File: config.mk
export PLATFORM = sky130hd
export DESIGN_NAME = drdy_gen
export DESIGN_NICKNAME = d
export VERILOG_FILES = /design/src/rtl/drdy_gen_pkg.sv /design/src/rtl/drdy_hi_read_detect.sv /design/src/rtl/drdy_status_latch.sv /design/src/rtl/drdy_pulse_timer.sv /design/src/rtl/drdy_pin_route.sv /design/src/rtl/drdy_gen.sv
export SDC_FILE = /design/constraint.sdc
export NUM_CORES = 1
export LEC_CHECK = 0
export BUFFER_PORTS_ARGS = -buffer_cell sky130_fd_sc_hd__buf_2
export CORE_MARGIN = 2
export CORE_UTILIZATION = 47
export DETAILED_ROUTE_END_ITERATION = 7
export GPL_TIMING_DRIVEN = 0
export PLACE_DENSITY_LB_ADDON = 0.3
export SLEW_MARGIN = 20
export SYNTH_ARGS = -nofsm -noshare
export SYNTH_HDL_FRONTEND = slang
export SYNTH_SLANG_ARGS = --single-unit
File: constraint.sdc
create_clock -name clk -period 1.7 [get_ports clk]
set_input_delay 0.34 -clock clk [delete_from_list [all_inputs] [get_ports clk]]
set_output_delay 0.34 -clock clk [all_outputs]
set_load 0.03 [all_outputs]
File: src/rtl/drdy_gen_pkg.sv
`timescale 1ns/1ps
package drdy_gen_pkg;

  // Number of axes held in the output register bank
  localparam int unsigned AXIS_COUNT = 3;

  // Address of the first output byte (X low); each axis takes a low byte and then a high byte
  localparam logic [7:0] OUT_FIRST_ADDR = 8'h28;

  // Pin indication modes
  typedef enum logic {
    IND_LATCHED = 1'b0,
    IND_PULSED  = 1'b1
  } ind_mode_e;

  // Address of the high byte of a given axis
  function automatic logic [7:0] axis_hi_addr(input int unsigned axis);
    return OUT_FIRST_ADDR + 8'(2 * axis + 1);
  endfunction

endpackage

File: src/rtl/drdy_hi_read_detect.sv
`timescale 1ns/1ps
// Flags a register read that hits the high byte of any axis.
module drdy_hi_read_detect #(
  parameter int unsigned AXES       = 3,
  parameter logic [7:0]  FIRST_ADDR = 8'h28
) (
  input  logic       rd_strobe_i,
  input  logic [7:0] rd_addr_i,
  output logic       hit_o
);

  logic [AXES-1:0] axis_match;

  generate
    for (genvar a = 0; a < AXES; a++) begin : g_axis
      localparam logic [7:0] HI_ADDR = FIRST_ADDR + 8'(2 * a + 1);
      assign axis_match[a] = (rd_addr_i == HI_ADDR);
    end
  endgenerate

  assign hit_o = rd_strobe_i & (|axis_match);

endmodule

File: src/rtl/drdy_status_latch.sv
`timescale 1ns/1ps
// Sticky data-ready flag: a set wins over a clear in the same cycle.
module drdy_status_latch (
  input  logic clk,
  input  logic rst_n,
  input  logic set_i,
  input  logic clr_i,
  output logic flag_o
);

  logic flag_q;

  always_ff @(posedge clk or negedge rst_n) begin
    if (!rst_n) begin
      flag_q <= 1'b0;
    end else if (set_i) begin
      flag_q <= 1'b1;
    end else if (clr_i) begin
      flag_q <= 1'b0;
    end
  end

  assign flag_o = flag_q;

endmodule

File: src/rtl/drdy_pulse_timer.sv
`timescale 1ns/1ps
// Down-counter that stretches a start strobe into a pulse of fixed width.
// The width is chosen by the power mode at the moment of the strobe; a new
// start restarts the count at full width.
module drdy_pulse_timer #(
  parameter int unsigned HP_CYC = 15000,
  parameter int unsigned LP_CYC = 28000
) (
  input  logic clk,
  input  logic rst_n,
  input  logic start_i,
  input  logic hp_i,
  output logic active_o
);

  localparam int unsigned MAX_CYC = (HP_CYC > LP_CYC) ? HP_CYC : LP_CYC;
  localparam int unsigned CNT_W   = $clog2(MAX_CYC + 1);
  localparam logic [CNT_W-1:0] HP_LOAD = CNT_W'(HP_CYC);
  localparam logic [CNT_W-1:0] LP_LOAD = CNT_W'(LP_CYC);

  logic [CNT_W-1:0] remain_q;

  always_ff @(posedge clk or negedge rst_n) begin
    if (!rst_n) begin
      remain_q <= '0;
    end else if (start_i) begin
      remain_q <= hp_i ? HP_LOAD : LP_LOAD;
    end else if (remain_q != '0) begin
      remain_q <= remain_q - CNT_W'(1);
    end
  end

  assign active_o = (remain_q != '0);

endmodule

File: src/rtl/drdy_pin_route.sv
`timescale 1ns/1ps
// Gates one indication onto several interrupt pins, each with its own enable.
module drdy_pin_route #(
  parameter int unsigned PINS = 2
) (
  input  logic            ind_i,
  input  logic [PINS-1:0] route_i,
  output logic [PINS-1:0] pin_o
);

  generate
    for (genvar p = 0; p < PINS; p++) begin : g_pin
      assign pin_o[p] = ind_i & route_i[p];
    end
  endgenerate

endmodule

File: src/rtl/drdy_gen.sv
`timescale 1ns/1ps
// Data-ready indication generator: sticky status flag plus two interrupt
// pins that follow the flag or carry a power-mode dependent pulse.
module drdy_gen
  import drdy_gen_pkg::*;
#(
  parameter int unsigned HP_PULSE_CYC = 15000,
  parameter int unsigned LP_PULSE_CYC = 28000
) (
  input  logic       clk,
  input  logic       rst_n,
  input  logic       new_data_i,
  input  logic       rd_strobe_i,
  input  logic [7:0] rd_addr_i,
  input  logic       pulsed_mode_i,
  input  logic       hp_mode_i,
  input  logic       int1_route_i,
  input  logic       int2_route_i,
  output logic       drdy_status_o,
  output logic       int1_o,
  output logic       int2_o
);

  localparam int unsigned PIN_COUNT = 2;

  logic                 hi_read;
  logic                 status_flag;
  logic                 pulse_active;
  logic                 pulse_start;
  logic                 pin_ind;
  ind_mode_e            mode;
  logic [PIN_COUNT-1:0] route_vec;
  logic [PIN_COUNT-1:0] pin_vec;

  assign mode = ind_mode_e'(pulsed_mode_i);

  drdy_hi_read_detect #(
    .AXES       (AXIS_COUNT),
    .FIRST_ADDR (OUT_FIRST_ADDR)
  ) u_hi_read (
    .rd_strobe_i (rd_strobe_i),
    .rd_addr_i   (rd_addr_i),
    .hit_o       (hi_read)
  );

  drdy_status_latch u_status (
    .clk    (clk),
    .rst_n  (rst_n),
    .set_i  (new_data_i),
    .clr_i  (hi_read),
    .flag_o (status_flag)
  );

  // The timer only runs for strobes taken while pulsed mode is selected
  assign pulse_start = new_data_i & (mode == IND_PULSED);

  drdy_pulse_timer #(
    .HP_CYC (HP_PULSE_CYC),
    .LP_CYC (LP_PULSE_CYC)
  ) u_pulse (
    .clk      (clk),
    .rst_n    (rst_n),
    .start_i  (pulse_start),
    .hp_i     (hp_mode_i),
    .active_o (pulse_active)
  );

  always_comb begin
    unique case (mode)
      IND_PULSED:  pin_ind = pulse_active;
      default:     pin_ind = status_flag;
    endcase
  end

  assign route_vec = {int2_route_i, int1_route_i};

  drdy_pin_route #(
    .PINS (PIN_COUNT)
  ) u_route (
    .ind_i   (pin_ind),
    .route_i (route_vec),
    .pin_o   (pin_vec)
  );

  assign drdy_status_o = status_flag;
  assign int1_o        = pin_vec[0];
  assign int2_o        = pin_vec[1];

endmodule

==> flow_summary.yaml, run 1 <==
timing:
  max_freq_mhz: 465.5
  finalHoldViolCount: 0
  rsz0062_at_grt: "true"
  finalCritPeriodShare_pct: 126.4
  worst_pin_slew_ps: 550.2
  slew_violations: 0
  skew_ps: 2.533
  fin_hold_ws_ps: 254.6
  maxSlewHeadroom_pct: 62.37
  min_period_ps: 2148
  finalSetupViolCount: 16
  fin_ws_ps: -448.4
  tns_ps: -2018
routing:
  drtIter0Drc: 11
  drt-total-wl_um: 2263
  drtAntennaViolNets: 0
  viasPerCell: 5.589
  wl_per_cell_um: 15.50
  drc_errors: 0
  vias: 816
  drt-pass1-iter-count: 4
clock_network:
  cts-root-buf: "clkbuf_4"
  clk_pin_slew_worst_paths_ps: 90
  clk_latency_ps: 290
  cts_max_level: 1
  cts_buffers: 3
  tritoncts: "done"
  clock_path_buffers: 2
  clock-sinks: 16
yosys:
  syn_inst: 86
  ys_ff_latch: 16
  ys_types: 35
  syn_area_per_cell_sq_um: 10.49
  yosysSeqAreaShare_pct: 44.38
  yosys_warnings: 0
  synthesis.area_sq_um: 902.1
  syn_nets: 103
worst_setup_path:
  crit_required_ps: 1360
  crit_path_cell_trace: "inv_1 -> ha_2 -> nor4b_4 -> nand4_4 -> mux2i_4 -> nor2b_4 -> buf_6"
  max_stage_delay_ps: 390
  path_max_fanout: 2
  start_kind: "flip-flop"
  slowest_stage: "dfrtp_1"
  cp_data_arrival_time_ps: 1810
  cp-end-kind: "output pin"
  path_class: "reg2out"
floorplanning:
  die_h_um: 47.81
  die-area_sq_um: 2286
  initial_utilization_pct: 51.13
  rows: 15
  io-pin-count: 19
  die_w_um: 47.81
  core_sq_um: 1764
placed_design:
  place_area_sq_um: 1071
  place_hpwl_um: 1460
  port_buffers: 18
  place_congestion: 0.7776
global_route:
  grt-ovfl-total: 0
  grt_pass1_vias: 730
  grt_max_degree: 17
  grt_usage_pct: 21.01
  grt_pass1_wl_um: 3222
  antenna_found_initial: 0
pwr:
  cellPowerDensity_nw_per_um2: 1103
  p_total_w: 0.001429
  pwr-share-clk_pct: 18.0
  switchingPower_w: 0.0005376
  combPwrFrac_pct: 34.8
  ir_drop_v: 0.0009222
  p_int_w: 0.0008918
  p_leak_nw: 0.5549
  p_sw_share_pct: 37.61
  pwr-share-seq_pct: 47.2
final_layout:
  drive_gt1_share_pct: 47.93
  antenna_cells: 0
  area_delta_synth_final_pct: 43.69
  finalNetCount: 139
  final_cell_area_sq_um: 1296
job:
  maxCapViolCount: 0
status:
  status: "finished with violations"
  violations: "negative setup slack"
hold_path:
  hp-class: "in2reg"
## worst max-delay path, delay by kind of cell (launching register included)
family / cells / cell delay, ps
AND/OR/NAND/NOR: 3 / 500
flip-flops: 1 / 390
multiplexers: 1 / 250
buffers and inverters: 2 / 200
adder cells (fa/ha/maj): 1 / 170
## kinds of logic after synthesis
group                      synth area share (%)
xor gates and xnor gates                  9.709
adders and majority gates                 1.387
AOI/OAI and AO/OA                         11.79
DFF                                       44.38
buffers and inverters                     1.664
muxes                                     1.110
and+or+nand+nor                           29.96
## worst paths after layout
| path | start | end | slack, ps | cells past startpoint |
|---|---|---|---|---|
| min | new_data_i | u_status.flag_o | 250 | 2 |
| min in group asynchronous | rst_n | u_pulse.remain_q[12] | 490 | 2 |
| max | u_pulse.remain_q[0] | int1_o | -450 | 7 |
| max in group asynchronous | rst_n | u_pulse.remain_q[5] | 910 | 2 |
| max reg2reg | u_pulse.remain_q[0] | u_pulse.remain_q[13] | -250 | 9 |
| min reg2reg | u_pulse.remain_q[13] | u_pulse.remain_q[13] | 520 | 1 |
## synth_stat cells, drive strengths merged
master / number / share of area [%]
dfrtp: 16 / 44
o21ai: 10 / 6.0
xnor2: 9 / 8.7
nand2: 7 / 2.9
nor2: 6 / 2.5
nor3: 5 / 4.0
nor4: 4 / 6.5
inv: 3 / 1.2
a21o: 2 / 1.7
nand4: 2 / 2.1
nor2b: 2 / 1.4
or4: 2 / 2.5
a2111oi: 1 / 0.97
a211oi: 1 / 0.83
a21oi: 1 / 0.55
a31oi: 1 / 0.69
a41o: 1 / 1.1
and2: 1 / 0.69
and3: 1 / 0.69
and4: 1 / 0.97
clkbuf: 1 / 0.42
ha: 1 / 1.4
mux2i: 1 / 1.1
nand2b: 1 / 0.69
nand3: 1 / 0.55
nand3b: 1 / 0.83
nand4b: 1 / 0.97
nor4b: 1 / 1.7
or3b: 1 / 0.97
xor2: 1 / 0.97
## cell usage in the layout (no fill, tap or decap), drive strengths merged, types with 3 or more instances in the layout
cell type	instances
xnor2	9
clkbuf	5
buf	30
o21ai	10
nor4	4
dfrtp	16
nor2	6
nand2	7
nor3	5
inv	3
## layer usage
metal	part of all wire [%]	global-route usage (%)
met1	41	27.38
met3	3.4	6.792
met2	53	33.07
met4	2.5	7.027
met5	0	0
## stage by stage
stage          utilization (%)  worst slack (ps)  cells
2_1_floorplan                -            -77.78     86
5_1_grt                  73.48            -535.2    146
4_1_cts                  67.16            -462.7    139
3_3_place_gp             60.71            -368.9    129
3_5_place_dp             60.71            -425.3    129
6_report                 73.48            -448.4    146
## area by class of cell
cell class              instances  area [sq um]
plain buffers                   1         3.754
clock buffers                   4         36.28
fillers                       141         467.9
inverters                       3         11.26
multi-input cells              66         600.6
flip-flops and latches         16         402.9
well taps                      25         31.28
repair buffers                 31         210.2
## power by group through the flow
stage / clock network, W / logic [W] / registers [W]
floorplan: 0 / 0.000291 / 0.000619
CTS: 0.000261 / 0.000426 / 0.000656
global placement: 0 / 0.000353 / 0.000639
global route: 0.000286 / 0.000541 / 0.000684
detailed placement: 0 / 0.000364 / 0.000651
finish: 0.000258 / 0.000498 / 0.000674
## flip-flops by register name (all words and copies together), names as in the netlist
signal and flops:
u_pulse.remain_q 15, u_status.flag_o 1
## repair_timing
item,CTS,global route
hold buffers,1,0
setup endpoints to repair,15,15
setup buffers,5,8
gates cloned,0,0
pin swaps,3,9
hold endpoints to repair,16,0
resized for setup,8,14
Note: power is estimated with default switching activity, not from simulation.
==> run 2, diff against run 1 <==
- RECOVER_POWER: default -> 25
==> flow_summary.yaml, run 2 (same netlist as run 1, synthesis figures left out) <==
status:
  status: "finished with violations"
  violations: "negative setup slack"
worst_setup_path:
  regToRegSetupSlack_ps: -240
  crit_required_ps: 1360
  r2r_end: "u_pulse.remain_q[13]"
  cp-end-kind: "output pin"
  start_kind: "flip-flop"
  r2r-start: "u_pulse.remain_q[0]"
  path_max_fanout: 2
  cp_data_arrival_time_ps: 1810
  path_class: "reg2out"
  rr_worst_depth: 9
floorplanning:
  initial_utilization_pct: 51.13
  die_h_um: 47.81
  die-area_sq_um: 2286
  die_w_um: 47.81
  io-pin-count: 19
  rows: 15
  core_sq_um: 1764
final_layout:
  antenna_cells: 0
  area_delta_synth_final_pct: 43.55
  post-route-util_pct: 73.40
  final_common_cell: "buf_2"
  largest-register: "u_pulse.remain_q"
  final_cell_mix: "buf_2, dfrtp_1, buf_4, xnor2_1"
  drive_gt1_share_pct: 47.11
  fill_cells: 140
  largest_reg_flops: 15
  finalNetCount: 139
global_route:
  antenna_found_initial: 0
  grt_usage_pct: 21.01
  grt_pass1_vias: 730
  grt_pass1_wl_um: 3222
  grt-ovfl-total: 0
  grt_max_degree: 17
clock_network:
  tritoncts: "done"
  cts_max_level: 1
  cts_buffers: 3
  clock_path_buffers: 2
  cts-root-buf: "clkbuf_4"
  clk_pin_slew_worst_paths_ps: 90
  clk_latency_ps: 290
  clock-sinks: 16
placed_design:
  place_hpwl_um: 1460
  port_buffers: 18
  pre_cts_slack_ps: -425.3
  place_congestion: 0.7776
routing:
  drt-pass1-iter-count: 4
  viasPerCell: 5.630
  drtIter0Drc: 11
  drc_errors: 0
  vias: 822
  drtAntennaViolNets: 0
  wl_per_cell_um: 15.50
  drt-total-wl_um: 2263
hold_path:
  hold_path_end: "u_status.flag_o"
  hp-class: "in2reg"
  worstHoldStart: "new_data_i"
  holdPathStages: 2
timing:
  finalSetupViolCount: 16
  slew_violations: 0
  rsz0062_at_grt: "true"
  min_period_ps: 2146
  skew_ps: 4.770
  worst_pin_slew_ps: 917.3
  fin_hold_ws_ps: 257.0
  maxSlewHeadroom_pct: 38.85
  finalHoldViolCount: 0
  tns_ps: -1994
  fin_ws_ps: -446.2
  finalCritPeriodShare_pct: 126.2
  max_freq_mhz: 465.9
pwr:
  p_sw_share_pct: 37.58
  ir_drop_v: 0.0009188
  switchingPower_w: 0.0005367
  p_leak_nw: 0.5521
  pwr-share-clk_pct: 18.1
  p_int_w: 0.0008914
  combPwrFrac_pct: 34.8
  pwr-share-seq_pct: 47.1
  p_total_w: 0.001428
  cellPowerDensity_nw_per_um2: 1103
job:
  maxCapViolCount: 0
## run 2: cell types whose count changed in the layout (fill, tap and decap cells not counted)
cell	previous run	this run
buf_2	16	15
clkbuf_1	1	2
## run 2: per-stage QoR
stage	cell area [sq um]	std cells
2_1_floorplan	949.7	86
3_3_place_gp	1071	129
3_5_place_dp	1071	129
4_1_cts	1185	139
5_1_grt	1295	146
6_report	1295	146
## run 2: layer usage
metal  GRT usage (%)  wire length, um
met3           6.792               76
met1           27.38              929
met4           7.027               48
met2           33.07             1208
met5               0                0
## run 2: worst max-delay path by stage
stage / slack, ps / cells after the start / end / start
2_1_floorplan: -80 / 6 / int1_o / u_pulse.remain_q[0]
3_3_place_gp: -370 / 5 / int2_o / u_pulse.remain_q[4]
3_5_place_dp: -430 / 5 / int1_o / u_pulse.remain_q[4]
4_1_cts: -460 / 7 / int1_o / u_pulse.remain_q[0]
5_1_grt: -540 / 7 / int1_o / u_pulse.remain_q[0]
6_report: -450 / 7 / int1_o / u_pulse.remain_q[0]
## run 2: power groups by stage
stage               logic [W]  clock network, W  registers (W)
floorplan            0.000291                 0       0.000619
global placement     0.000353                 0       0.000639
detailed placement   0.000364                 0       0.000651
CTS                  0.000426          0.000261       0.000656
global route         0.000541          0.000286       0.000684
finish               0.000497          0.000258       0.000673
## run 2: critical path, stage by stage (launching register included)
cell and delay (ps):
dfrtp_1 390, inv_1 60, ha_2 170, nor4b_4 280, nand4_4 160, mux2i_4 250, nor2b_4 60, buf_6 140
## run 2: layout make-up
cell class,count,area [sq um],share of cell area (%)
tap,25,31.28,2.415
clock buffer,4,36.28,2.802
sequential,16,402.9,31.11
inverter,3,11.26,0.8696
timing repair buffer,31,209.0,16.14
buffer,1,3.754,0.2899
multi-input combinational,66,600.6,46.38
## run 2: repair_timing
| item | CTS | global route |
|---|---|---|
| endpoints found under the hold margin | 16 | 0 |
| pin swaps | 3 | 9 |
| cloned | 0 | 0 |
| gates resized for setup | 8 | 14 |
| hold buffers | 1 | 0 |
| setup endpoints to repair | 15 | 15 |
| setup buffers | 5 | 8 |
==> run 3, diff against run 2 <==
- CORE_UTILIZATION: 47 -> 30
- SYNTH_HIERARCHICAL: default -> 1
==> flow_summary.yaml, run 3 <==
status:
  status: "finished with violations"
  violations: "negative setup slack"
floorplanning:
  die-area_sq_um: 3592
  die_w_um: 59.93
  die_h_um: 59.93
  initial_utilization_pct: 31.25
  core_sq_um: 3003
  rows: 20
  io-pin-count: 19
yosys:
  synth_flop_cell: "dfrtp_1"
  synthTopCellsByArea: "dfrtp_1, xnor2_1, nor4b_2, nor2_1, xor2_1"
  synth_top_cell_by_area: "dfrtp_1"
  synth_common_cells: "dfrtp_1, nor2_1, xnor2_1, nand2_1, o21ai_0"
  yosysMostFrequentCell: "dfrtp_1"
  syn_inst: 88
  synth_top_area_share_pct: 42.67
  syn_nets: 105
  syn_area_per_cell_sq_um: 10.66
  async_flop_share_pct: 100.0
  yosys_warnings: 6
  synth_edf_count: 0
  ys_types: 37
  synthesis.area_sq_um: 938.4
  yosysSeqAreaShare_pct: 42.67
  ys_ff_latch: 16
global_route:
  grt-ovfl-total: 0
  antenna_found_initial: 0
  grt_pass1_vias: 787
  grt_usage_pct: 13.34
  grt_max_degree: 17
  grt_pass1_wl_um: 3470
worst_setup_path:
  start_kind: "flip-flop"
  cp-end-kind: "output pin"
  cp_data_arrival_time_ps: 1790
  path_max_fanout: 4
  crit_required_ps: 1360
  path_class: "reg2out"
hold_path:
  hp-class: "in2reg"
placed_design:
  place_congestion: 0.8223
  place_hpwl_um: 1380
  port_buffers: 18
  pre_cts_slack_ps: -372.9
  placedCellCount: 139
pwr:
  cellPowerDensity_nw_per_um2: 1111
  p_int_w: 0.0008368
  ir_drop_v: 0.0004714
  pwr-share-clk_pct: 15.5
  p_leak_nw: 0.4740
  pwr-share-seq_pct: 48.9
  p_sw_share_pct: 38.18
  combPwrFrac_pct: 35.6
  switchingPower_w: 0.0005168
timing:
  rsz0062_at_grt: "true"
  finalHoldViolCount: 0
  skew_ps: 11.01
  worst_pin_slew_ps: 869.2
  maxSlewHeadroom_pct: 42.05
  finalSetupViolCount: 4
  min_period_ps: 2128
  max_freq_mhz: 470.0
  slew_violations: 0
  finalCritPeriodShare_pct: 125.2
  fin_ws_ps: -427.8
routing:
  drtAntennaViolNets: 0
  vias: 740
  drc_errors: 0
  drtIter0Drc: 18
  wl_per_cell_um: 13.39
  drt-total-wl_um: 1995
  drt-pass1-iter-count: 4
  viasPerCell: 4.966
job:
  maxCapViolCount: 0
final_layout:
  final_common_cell: "buf_2"
  largest_reg_flops: 15
  finalNetCount: 134
  area_delta_synth_final_pct: 29.87
  largest-register: "u_pulse/remain_q"
  final_cell_mix: "buf_2, dfrtp_1, nor2_1, xnor2_1, buf_4"
  multi_input_area_sq_um: 579.3
  regArea_sq_um: 404.1
  drive_gt1_share_pct: 42.24
  fill_cells: 310
  stdcell_count: 149
  antenna_cells: 0
clock_network:
  cts_buffers: 3
  tritoncts: "done"
  cts-root-buf: "clkbuf_4"
  clock_path_buffers: 2
  clock-sinks: 16
  clk_latency_ps: 280
  cts_max_level: 1
  clk_pin_slew_worst_paths_ps: 90
## run 3: per-stage QoR
step	instance area, sq um	power, W	setup TNS (ps)	hold WS (ps)	utilization [%]
2_1_floorplan	962.2	0.0009701	-252.6	44.41	-
3_3_place_gp	1094	0.001058	-755.5	277.5	36.42
3_5_place_dp	1094	0.001073	-756.7	279.0	36.42
4_1_cts	1191	0.001337	-980.1	245.6	39.67
5_1_grt	1219	0.001461	-1588	260.7	40.58
6_report	1219	0.001354	-931.7	257.4	40.58
## run 3: power groups by stage
stage / combinational, W / sequential (W) / clock (W)
after floorplan: 0.000331 / 0.000639 / 0
after global placement: 0.000399 / 0.000659 / 0
after detailed placement: 0.000407 / 0.000666 / 0
after CTS: 0.000463 / 0.000656 / 0.000218
after global routing: 0.000539 / 0.000677 / 0.000244
final: 0.000481 / 0.000662 / 0.000210
## run 3: worst paths after layout
path	start	to	slack, ps	cells past startpoint
max	u_pulse/remain_q[0]	int2_o	-430	7
min	new_data_i	u_status/flag_o	260	2
max reg2reg	u_pulse/remain_q[1]	u_pulse/remain_q[13]	-70	4
min reg2reg	u_status/flag_o	u_status/flag_o	520	1
max in group asynchronous	rst_n	u_pulse/remain_q[10]	440	2
min in group asynchronous	rst_n	u_pulse/remain_q[8]	680	2
## run 3: layer usage
layer  vias up  routed length [um]  track usage [%]
met5         -                   0                0
met4         0                  15            6.349
met3         2                  41            2.597
met2         6                1086            22.52
met1       366                 851            16.17
li1        366                   -                -
## run 3: cells by family after synthesis
| family | share of synthesized area (%) |
|---|---|
| AOI/OAI and AO/OA | 10.27 |
| xor gates and xnor gates | 8.400 |
| adders and majority gates | 1.333 |
| buffers and inverters | 1.999 |
| DFF | 42.67 |
| muxes | 3.733 |
| and+or+nand+nor | 31.60 |
## run 3: final cells by class
cell class / count / area share (%)
inverter: 4 / 1.232
tap: 33 / 3.388
timing repair buffer: 24 / 12.22
multi-input combinational: 67 / 47.54
buffer: 1 / 0.3080
sequential: 16 / 33.16
clock buffer: 4 / 2.156
## run 3: worst max-delay path, stage by stage (launching register included)
cell and delay (ps):
dfrtp_1 400, inv_2 80, ha_4 140, nor4b_4 230, nand4_4 120, mux2_4 280, and2_4 140, buf_6 130
## run 3: timing repair
item / CTS / global route
cloned: 0 / 0
endpoints found under the hold margin: 16 / 0
buffers inserted: 4 / 2
hold buffers: 1 / 0
gates resized for setup: 7 / 8
endpoints found under the setup margin: 7 / 14
pin swaps: 2 / 4
